==> src/rtl/ratio_phase_pkg.sv <==
package ratio_phase_pkg;

  typedef struct packed {
    logic slow;
    logic a;
    logic b;
  } phase_t;

  // Effective period: small requests are lifted to the floor value
  function automatic int unsigned eff_ratio(int unsigned req, int unsigned floor_val);
    return (req < floor_val) ? floor_val : req;
  endfunction

  // First phase of the slow-clock high half
  function automatic int unsigned rise_at(int unsigned n);
    return n >> 1;
  endfunction

  // Last phase in which pulse A is high
  function automatic int unsigned a_last(int unsigned n);
    return (n >> 2) - 2;
  endfunction

  // First phase in which pulse B is high
  function automatic int unsigned b_first(int unsigned n);
    return n >> 2;
  endfunction

  // Last phase in which pulse B is high
  function automatic int unsigned b_last(int unsigned n);
    return (n >> 1) - 2;
  endfunction

endpackage

==> src/rtl/rpd_period_ctr.sv <==
module rpd_period_ctr #(
  parameter int W         = 16,
  parameter int MIN_RATIO = 100
) (
  input  logic         clk,
  input  logic         rst,
  input  logic [W-1:0] ratio_i,
  output logic [W-1:0] cnt_q,
  output logic [W-1:0] cnt_nxt,
  output logic [W-1:0] period_q,
  output logic [W-1:0] period_nxt,
  output logic         wrap
);
  import ratio_phase_pkg::*;

  localparam logic [W-1:0] ONE = W'(1);

  logic [W-1:0] eff;

  always_comb begin
    eff        = W'(eff_ratio(32'(ratio_i), 32'(MIN_RATIO)));
    wrap       = (cnt_q == period_q - ONE);
    cnt_nxt    = wrap ? '0 : cnt_q + ONE;
    period_nxt = wrap ? eff : period_q;
  end

  always_ff @(posedge clk) begin
    if (rst) begin
      cnt_q    <= '0;
      period_q <= eff;
    end else begin
      cnt_q    <= cnt_nxt;
      period_q <= period_nxt;
    end
  end

endmodule

==> src/rtl/rpd_phase_cmp.sv <==
module rpd_phase_cmp #(
  parameter int W = 16
) (
  input  logic [W-1:0]            cnt,
  input  logic [W-1:0]            period,
  output ratio_phase_pkg::phase_t ph
);
  import ratio_phase_pkg::*;

  int unsigned c;
  int unsigned n;

  always_comb begin
    c       = 32'(cnt);
    n       = 32'(period);
    ph.slow = (c >= rise_at(n));
    ph.a    = (c >= 1) && (c <= a_last(n));
    ph.b    = (c >= b_first(n)) && (c <= b_last(n));
  end

endmodule

==> src/rtl/rpd_out_reg.sv <==
module rpd_out_reg #(
  parameter int NUM_OUT = 3
) (
  input  logic               clk,
  input  logic               rst,
  input  logic [NUM_OUT-1:0] d,
  output logic [NUM_OUT-1:0] q
);

  for (genvar i = 0; i < NUM_OUT; i++) begin : g_bit
    always_ff @(posedge clk) begin
      if (rst) q[i] <= 1'b0;
      else     q[i] <= d[i];
    end
  end

endmodule

==> src/rtl/ratio_phase_div.sv <==
module ratio_phase_div #(
  parameter int W         = 16,
  parameter int MIN_RATIO = 100
) (
  input  logic         clk_m_i,
  input  logic         rst_i,
  input  logic [W-1:0] ratio_i,
  output logic         slow_clk_o,
  output logic         pulse_a_o,
  output logic         pulse_b_o
);
  import ratio_phase_pkg::*;

  localparam int NUM_OUT = 3;

  logic [W-1:0]       cnt_q;
  logic [W-1:0]       cnt_nxt;
  logic [W-1:0]       period_q;
  logic [W-1:0]       period_nxt;
  logic               wrap_evt;
  phase_t             ph_nxt;
  logic [NUM_OUT-1:0] out_d;
  logic [NUM_OUT-1:0] out_q;

  rpd_period_ctr #(.W(W), .MIN_RATIO(MIN_RATIO)) u_ctr (
    .clk        (clk_m_i),
    .rst        (rst_i),
    .ratio_i    (ratio_i),
    .cnt_q      (cnt_q),
    .cnt_nxt    (cnt_nxt),
    .period_q   (period_q),
    .period_nxt (period_nxt),
    .wrap       (wrap_evt)
  );

  // Compare on the next count so the registered outputs line up with cnt_q
  rpd_phase_cmp #(.W(W)) u_cmp (
    .cnt    (cnt_nxt),
    .period (period_nxt),
    .ph     (ph_nxt)
  );

  assign out_d = {ph_nxt.slow, ph_nxt.a, ph_nxt.b};

  rpd_out_reg #(.NUM_OUT(NUM_OUT)) u_oreg (
    .clk (clk_m_i),
    .rst (rst_i),
    .d   (out_d),
    .q   (out_q)
  );

  assign slow_clk_o = out_q[2];
  assign pulse_a_o  = out_q[1];
  assign pulse_b_o  = out_q[0];

endmodule

==> config.mk <==
export PLATFORM = sky130hd
export DESIGN_NAME = ratio_phase_div
export DESIGN_NICKNAME = d
export VERILOG_FILES = /design/src/rtl/ratio_phase_pkg.sv /design/src/rtl/rpd_period_ctr.sv /design/src/rtl/rpd_phase_cmp.sv /design/src/rtl/rpd_out_reg.sv /design/src/rtl/ratio_phase_div.sv
export SDC_FILE = /design/constraint.sdc
export NUM_CORES = 1
export LEC_CHECK = 0
export ABC_AREA = 1
export CAP_MARGIN = 0
export CORE_ASPECT_RATIO = 1.5
export CORE_MARGIN = 4
export CORE_UTILIZATION = 63
export DETAILED_ROUTE_END_ITERATION = 8
export PLACE_DENSITY = 0.84
export SLEW_MARGIN = 20
export SYNTH_ARGS = -nofsm -noshare
export SYNTH_HDL_FRONTEND = slang
export SYNTH_SLANG_ARGS = --single-unit
==> constraint.sdc <==
create_clock -name clk_m_i -period 5.4 [get_ports clk_m_i]
set_input_delay 1.62 -clock clk_m_i [delete_from_list [all_inputs] [get_ports clk_m_i]]
set_output_delay 1.62 -clock clk_m_i [all_outputs]
set_load 0.02 [all_outputs]
==> Implementation_results.wiki <==
{| class="wikitable"
! Metric !! Value
|-
| First-pass DRT Iterations || 5
|-
| Gate family responsible for the most delay along the worst path || simple AND/OR/NAND/NOR gates
|-
| Overall die area || ~0.0086 sq mm
|-
| Synthesized area divided by synthesized cell count || approximately 6.3 sq um
|-
| Count of different cell masters after synthesis || between 40 and 50
|-
| Clk buf depth || 2
|-
| CTS tree || yes
|-
| Final Max Slew Viols || 0
|-
| Number of nets in the synthesized netlist || about 800
|-
| Critical path's slowest cell || sky130_fd_sc_hd__clkdlybuf4s50_1
|-
| Kind of end point of the critical path || register
|-
| Vias || 4778
|-
| Total core area || 0.006944 sq mm
|-
| Insertion delay of the later-clocked pin in the worst-skew pair || roughly 300 ps
|-
| Number of buffers and inverters on the critical path || 6
|-
| Final count of hold timing violations || 0
|-
| Pleak || ~2.6 nW
|-
| Post-Place Worst Slack || between 100 and 150 ps
|-
| Setup TNS || 0 ps
|-
| EDFF count, synth || 1
|-
| Minimum clock period || 5076 ps
|-
| Wire length per cell after detailed routing || ~16 um
|-
| Final GP Congestion || 0.9787
|-
| Yosys Warn Count || 0
|-
| Final Routed Wirelength || about 13000 um
|-
| Overall die height || 111.8 um
|-
| Via count of the first global-routing pass || about 4800
|-
| Endpoints failing setup || 0
|-
| Measured slew at the worst slew-check pin || between 700 and 800 ps
|-
| Delay of the slowest critical-path stage || around 500 ps
|-
| Vias per cell || 5.848
|-
| Clock Sinks || 35
|-
| DIE WIDTH || approximately 77 um
|-
| IO Count || 21
|-
| Worst slew margin || just over 50%
|-
| Ratio of total power to cell area || approximately 170 mW/mm^2
|-
| H-tree Lvls || 2
|-
| Critical path cell sequence || clkdlybuf4s50_1 -> inv_1 -> nand4_1 -> nor3_1 -> buf_4 -> nand3_1 -> nand2_1 -> o21ai_2 -> inv_1 -> ha_1 -> nand2_2 -> inv_2 -> nand2_1 -> xor2_1 -> inv_1 -> ha_1 -> nand2_1 -> nor2_1 -> nand2_1 -> o211ai_1 -> a211oi_1 -> a41oi_1 -> a21oi_1
|-
| Global-route wire length before repair || between 20000 and 25000 um
|-
| Worst setup path category || in2reg
|-
| Number of cells produced by synthesis || 717
|-
| Worst VDD drop || roughly 0.00010 V
|-
| Fin worst setup slack || around 320 ps
|-
| CTS clock-pin slew for the worst setup and hold paths || about 80 ps
|-
| Worst setup skew after layout || between 10 and 15 ps
|-
| Critical Path AT || between 5000 and 6000 ps
|-
| Gr ovfl total || 0
|-
| RSZ-0062 raised after global routing || false
|-
| Port buffer count || 20
|-
| Type of the worst min-delay path || reg2reg
|-
| TritonCTS Buffers || 5
|-
| Critical-path maximum fanout || 5
|-
| Count of inserted antenna diode cells || 0
|-
| Run status || finished clean
|-
| Pin count of the biggest net entering global routing || 22
|-
| Share of the yosys chip area belonging to registers || between 10% and 20%
|-
| Final Util || 70.47%
|-
| Max-capacitance violation count || 0
|-
| Final non-filler cell area || 0.004893 sq mm
|-
| Post-route DRC violation count || 0
|-
| Detailed Place HPWL || between 10000 and 15000 um
|-
| Post-detailed-route count of antenna-violating nets || 0
|-
| Post-CTS Setup Bufs || 0
|-
| Layout Nets || 815
|-
| Summed instance area of the synthesized netlist || 0.004527 sq mm
|-
| Clock root buffer master || sky130_fd_sc_hd__clkbuf_8
|-
| Critical Path Most Common Cell || sky130_fd_sc_hd__nand2_1
|-
| First-iteration detailed-routing DRC count || about 340
|-
| Portion of the clock cycle consumed by the worst path in the final layout || 94.00%
|-
| Ratio of cells with drive above 1 in the final layout || under 10%
|-
| Most used DFF post-synth || sky130_fd_sc_hd__dfxtp_1
|-
| Number of antenna violations at the first check in global routing || 0
|-
| Placed standard-cell area || roughly 0.0048 sq mm
|-
| Crit start category || primary input
|-
| Maximum clock rate || ~200 MHz
|-
| Total global routing track utilization || a little under a third
|-
| Share of synthesized registers carrying an async set or reset || 0%
|-
| Number of fillers in the final layout || between 600 and 700
|-
| Crit path required time || roughly 5600 ps
|-
| Initial core utilization || about two thirds
|-
| Multi-input logic area || roughly 0.0034 sq mm
|-
| Syn-to-layout area delta || 8.098%
|-
| Count of state elements after synthesis || 35
|-
| Storage element area || between 700 and 800 sq um
|-
| Standard-cell row count || 37
|}
timing repair:
item                       4_1_cts  5_1_grt
gates resized for setup          0        3
hold buffers                     0        0
setup endpoints to repair        0        1
placed cells by master, fill, tap and decap left out, types with 3 or more instances in the layout:
cell / synthesis / layout
sky130_fd_sc_hd__xor2_1: 33 / 33
sky130_fd_sc_hd__buf_4: 1 / 3
sky130_fd_sc_hd__inv_2: 7 / 7
sky130_fd_sc_hd__nor4_1: 4 / 4
sky130_fd_sc_hd__nand4_1: 13 / 13
sky130_fd_sc_hd__o21ai_0: 29 / 29
sky130_fd_sc_hd__o211ai_1: 3 / 3
sky130_fd_sc_hd__o21ai_1: 4 / 3
sky130_fd_sc_hd__nor3_1: 9 / 9
sky130_fd_sc_hd__dfxtp_1: 34 / 34
sky130_fd_sc_hd__inv_1: 103 / 103
sky130_fd_sc_hd__nand3_1: 50 / 50
sky130_fd_sc_hd__nand2_2: 11 / 11
sky130_fd_sc_hd__nand3b_1: 3 / 3
sky130_fd_sc_hd__o21ai_2: 4 / 5
sky130_fd_sc_hd__clkdlybuf4s50_1: 0 / 20
sky130_fd_sc_hd__a211oi_1: 3 / 3
sky130_fd_sc_hd__nor2_2: 10 / 11
sky130_fd_sc_hd__nor2_1: 90 / 89
sky130_fd_sc_hd__nand2_1: 172 / 172
sky130_fd_sc_hd__xnor2_1: 10 / 10
sky130_fd_sc_hd__a21oi_1: 22 / 21
sky130_fd_sc_hd__nor2_4: 8 / 8
sky130_fd_sc_hd__ha_1: 59 / 59
sky130_fd_sc_hd__clkbuf_8: 0 / 6
worst reg2reg max path: stages (launching register included):
cell and delay, ps:
sky130_fd_sc_hd__edfxtp_1 400, sky130_fd_sc_hd__inv_1 150, sky130_fd_sc_hd__ha_1 350, sky130_fd_sc_hd__inv_1 100
sky130_fd_sc_hd__nand2_1 80, sky130_fd_sc_hd__nand3_1 80, sky130_fd_sc_hd__nand2_1 120, sky130_fd_sc_hd__nand2_1 60
sky130_fd_sc_hd__nor2_1 120, sky130_fd_sc_hd__nand3_1 100, sky130_fd_sc_hd__nor2_2 270, sky130_fd_sc_hd__nand3_4 270
sky130_fd_sc_hd__o21ai_2 380, sky130_fd_sc_hd__inv_1 190, sky130_fd_sc_hd__ha_1 240, sky130_fd_sc_hd__nand2_2 130
sky130_fd_sc_hd__inv_2 70, sky130_fd_sc_hd__nand2_1 100, sky130_fd_sc_hd__xor2_1 160, sky130_fd_sc_hd__inv_1 60
sky130_fd_sc_hd__ha_1 300, sky130_fd_sc_hd__nand2_1 80, sky130_fd_sc_hd__nor2_1 230, sky130_fd_sc_hd__nand2_1 90
sky130_fd_sc_hd__o211ai_1 150, sky130_fd_sc_hd__a211oi_1 120, sky130_fd_sc_hd__a41oi_1 190, sky130_fd_sc_hd__a21oi_1 90
layer usage:
layer / vias to the layer above / part of all wire [%] / routed length, um / global-route usage, %
met5: - / 0 / 0 / 0
met4: 0 / 8.6 / 1129 / 26.84
met3: 77 / 4.2 / 557 / 2.508
met2: 188 / 52 / 6839 / 58.22
met1: 2162 / 35 / 4641 / 30.94
li1: 2351 / - / - / -
Yosys cell counts, types with 3 or more instances:
cell type	n	area, sq um
sky130_fd_sc_hd__xnor2_1	10	87.58
sky130_fd_sc_hd__a211oi_1	3	22.52
sky130_fd_sc_hd__nor2_1	90	337.8
sky130_fd_sc_hd__o21ai_1	4	20.02
sky130_fd_sc_hd__nor2_4	8	90.09
sky130_fd_sc_hd__xor2_1	33	289.0
sky130_fd_sc_hd__inv_1	103	386.6
sky130_fd_sc_hd__nand2_2	11	68.82
sky130_fd_sc_hd__clkbuf_1	4	15.01
sky130_fd_sc_hd__o211ai_1	3	22.52
sky130_fd_sc_hd__nand2_1	172	645.6
sky130_fd_sc_hd__dfxtp_1	34	680.7
sky130_fd_sc_hd__nand4_1	13	81.33
sky130_fd_sc_hd__nor2_2	10	62.56
sky130_fd_sc_hd__o21ai_0	29	145.1
sky130_fd_sc_hd__inv_2	7	26.28
sky130_fd_sc_hd__nand3b_1	3	22.52
sky130_fd_sc_hd__a21oi_1	22	110.1
sky130_fd_sc_hd__nor3_1	9	45.04
sky130_fd_sc_hd__ha_1	59	738.2
sky130_fd_sc_hd__nand3_1	50	250.2
sky130_fd_sc_hd__nor4_1	4	25.02
sky130_fd_sc_hd__o21ai_2	4	35.03
sequential cells by signal (all words and copies together), names as in the netlist:
signal / cells
u_ctr.cnt_q: 16
u_oreg.q: 3
u_ctr.period_q: 16
area by class of cell:
| type | instances | area share, % |
|---|---|---|
| Inverter | 111 | 8.514 |
| Tap cell | 78 | 1.994 |
| Sequential cell | 35 | 14.52 |
| Clock buffer | 7 | 1.764 |
| Timing Repair Buffer | 23 | 4.551 |
| Multi-Input combinational cell | 562 | 68.55 |
| Clock inverter | 1 | 0.1023 |
power by group:
group,internal (W),switching (W),leakage (nW)
sequential,0.000273,0.0000201,0.290
clock,0.000103,0.0000994,0.0482
combinational,0.000116,0.000209,2.22
path summary, 6_finish.rpt:
kind,start,cells after the start,endpoint,slack [ps]
worst max register to register,u_ctr.period_q[0]$_DFFE_PP_,27,u_oreg.q[1]$_SDFF_PP0_,620
worst min register to register,u_ctr.period_q[15]$_DFF_P_,2,u_ctr.period_q[15]$_DFF_P_,560
worst min-delay path,u_ctr.period_q[15]$_DFF_P_,2,u_ctr.period_q[15]$_DFF_P_,560
worst max-delay path,ratio_i[11],23,u_oreg.q[1]$_SDFF_PP0_,320
stage by stage:
stage	hold slack, ps	cells	total power [W]
after floorplan	478.6	717	0.0005281
after global placement	495.8	809	0.0006085
after detailed placement	540.3	809	0.0006187
after CTS	552.1	817	0.0008169
after global routing	605.4	817	0.0008755
final	556.4	817	0.0008210
cells by family after synthesis:
logic type | after synthesis | synth area share (%)
DFF | 35 | 15.70
and+or+nand+nor | 380 | 38.42
xor gates and xnor gates | 43 | 8.319
buffers and inverters | 120 | 10.42
AOI/OAI and AO/OA | 80 | 10.83
adders and majority gates | 59 | 16.31
Note: power is estimated with default switching activity, not from simulation.
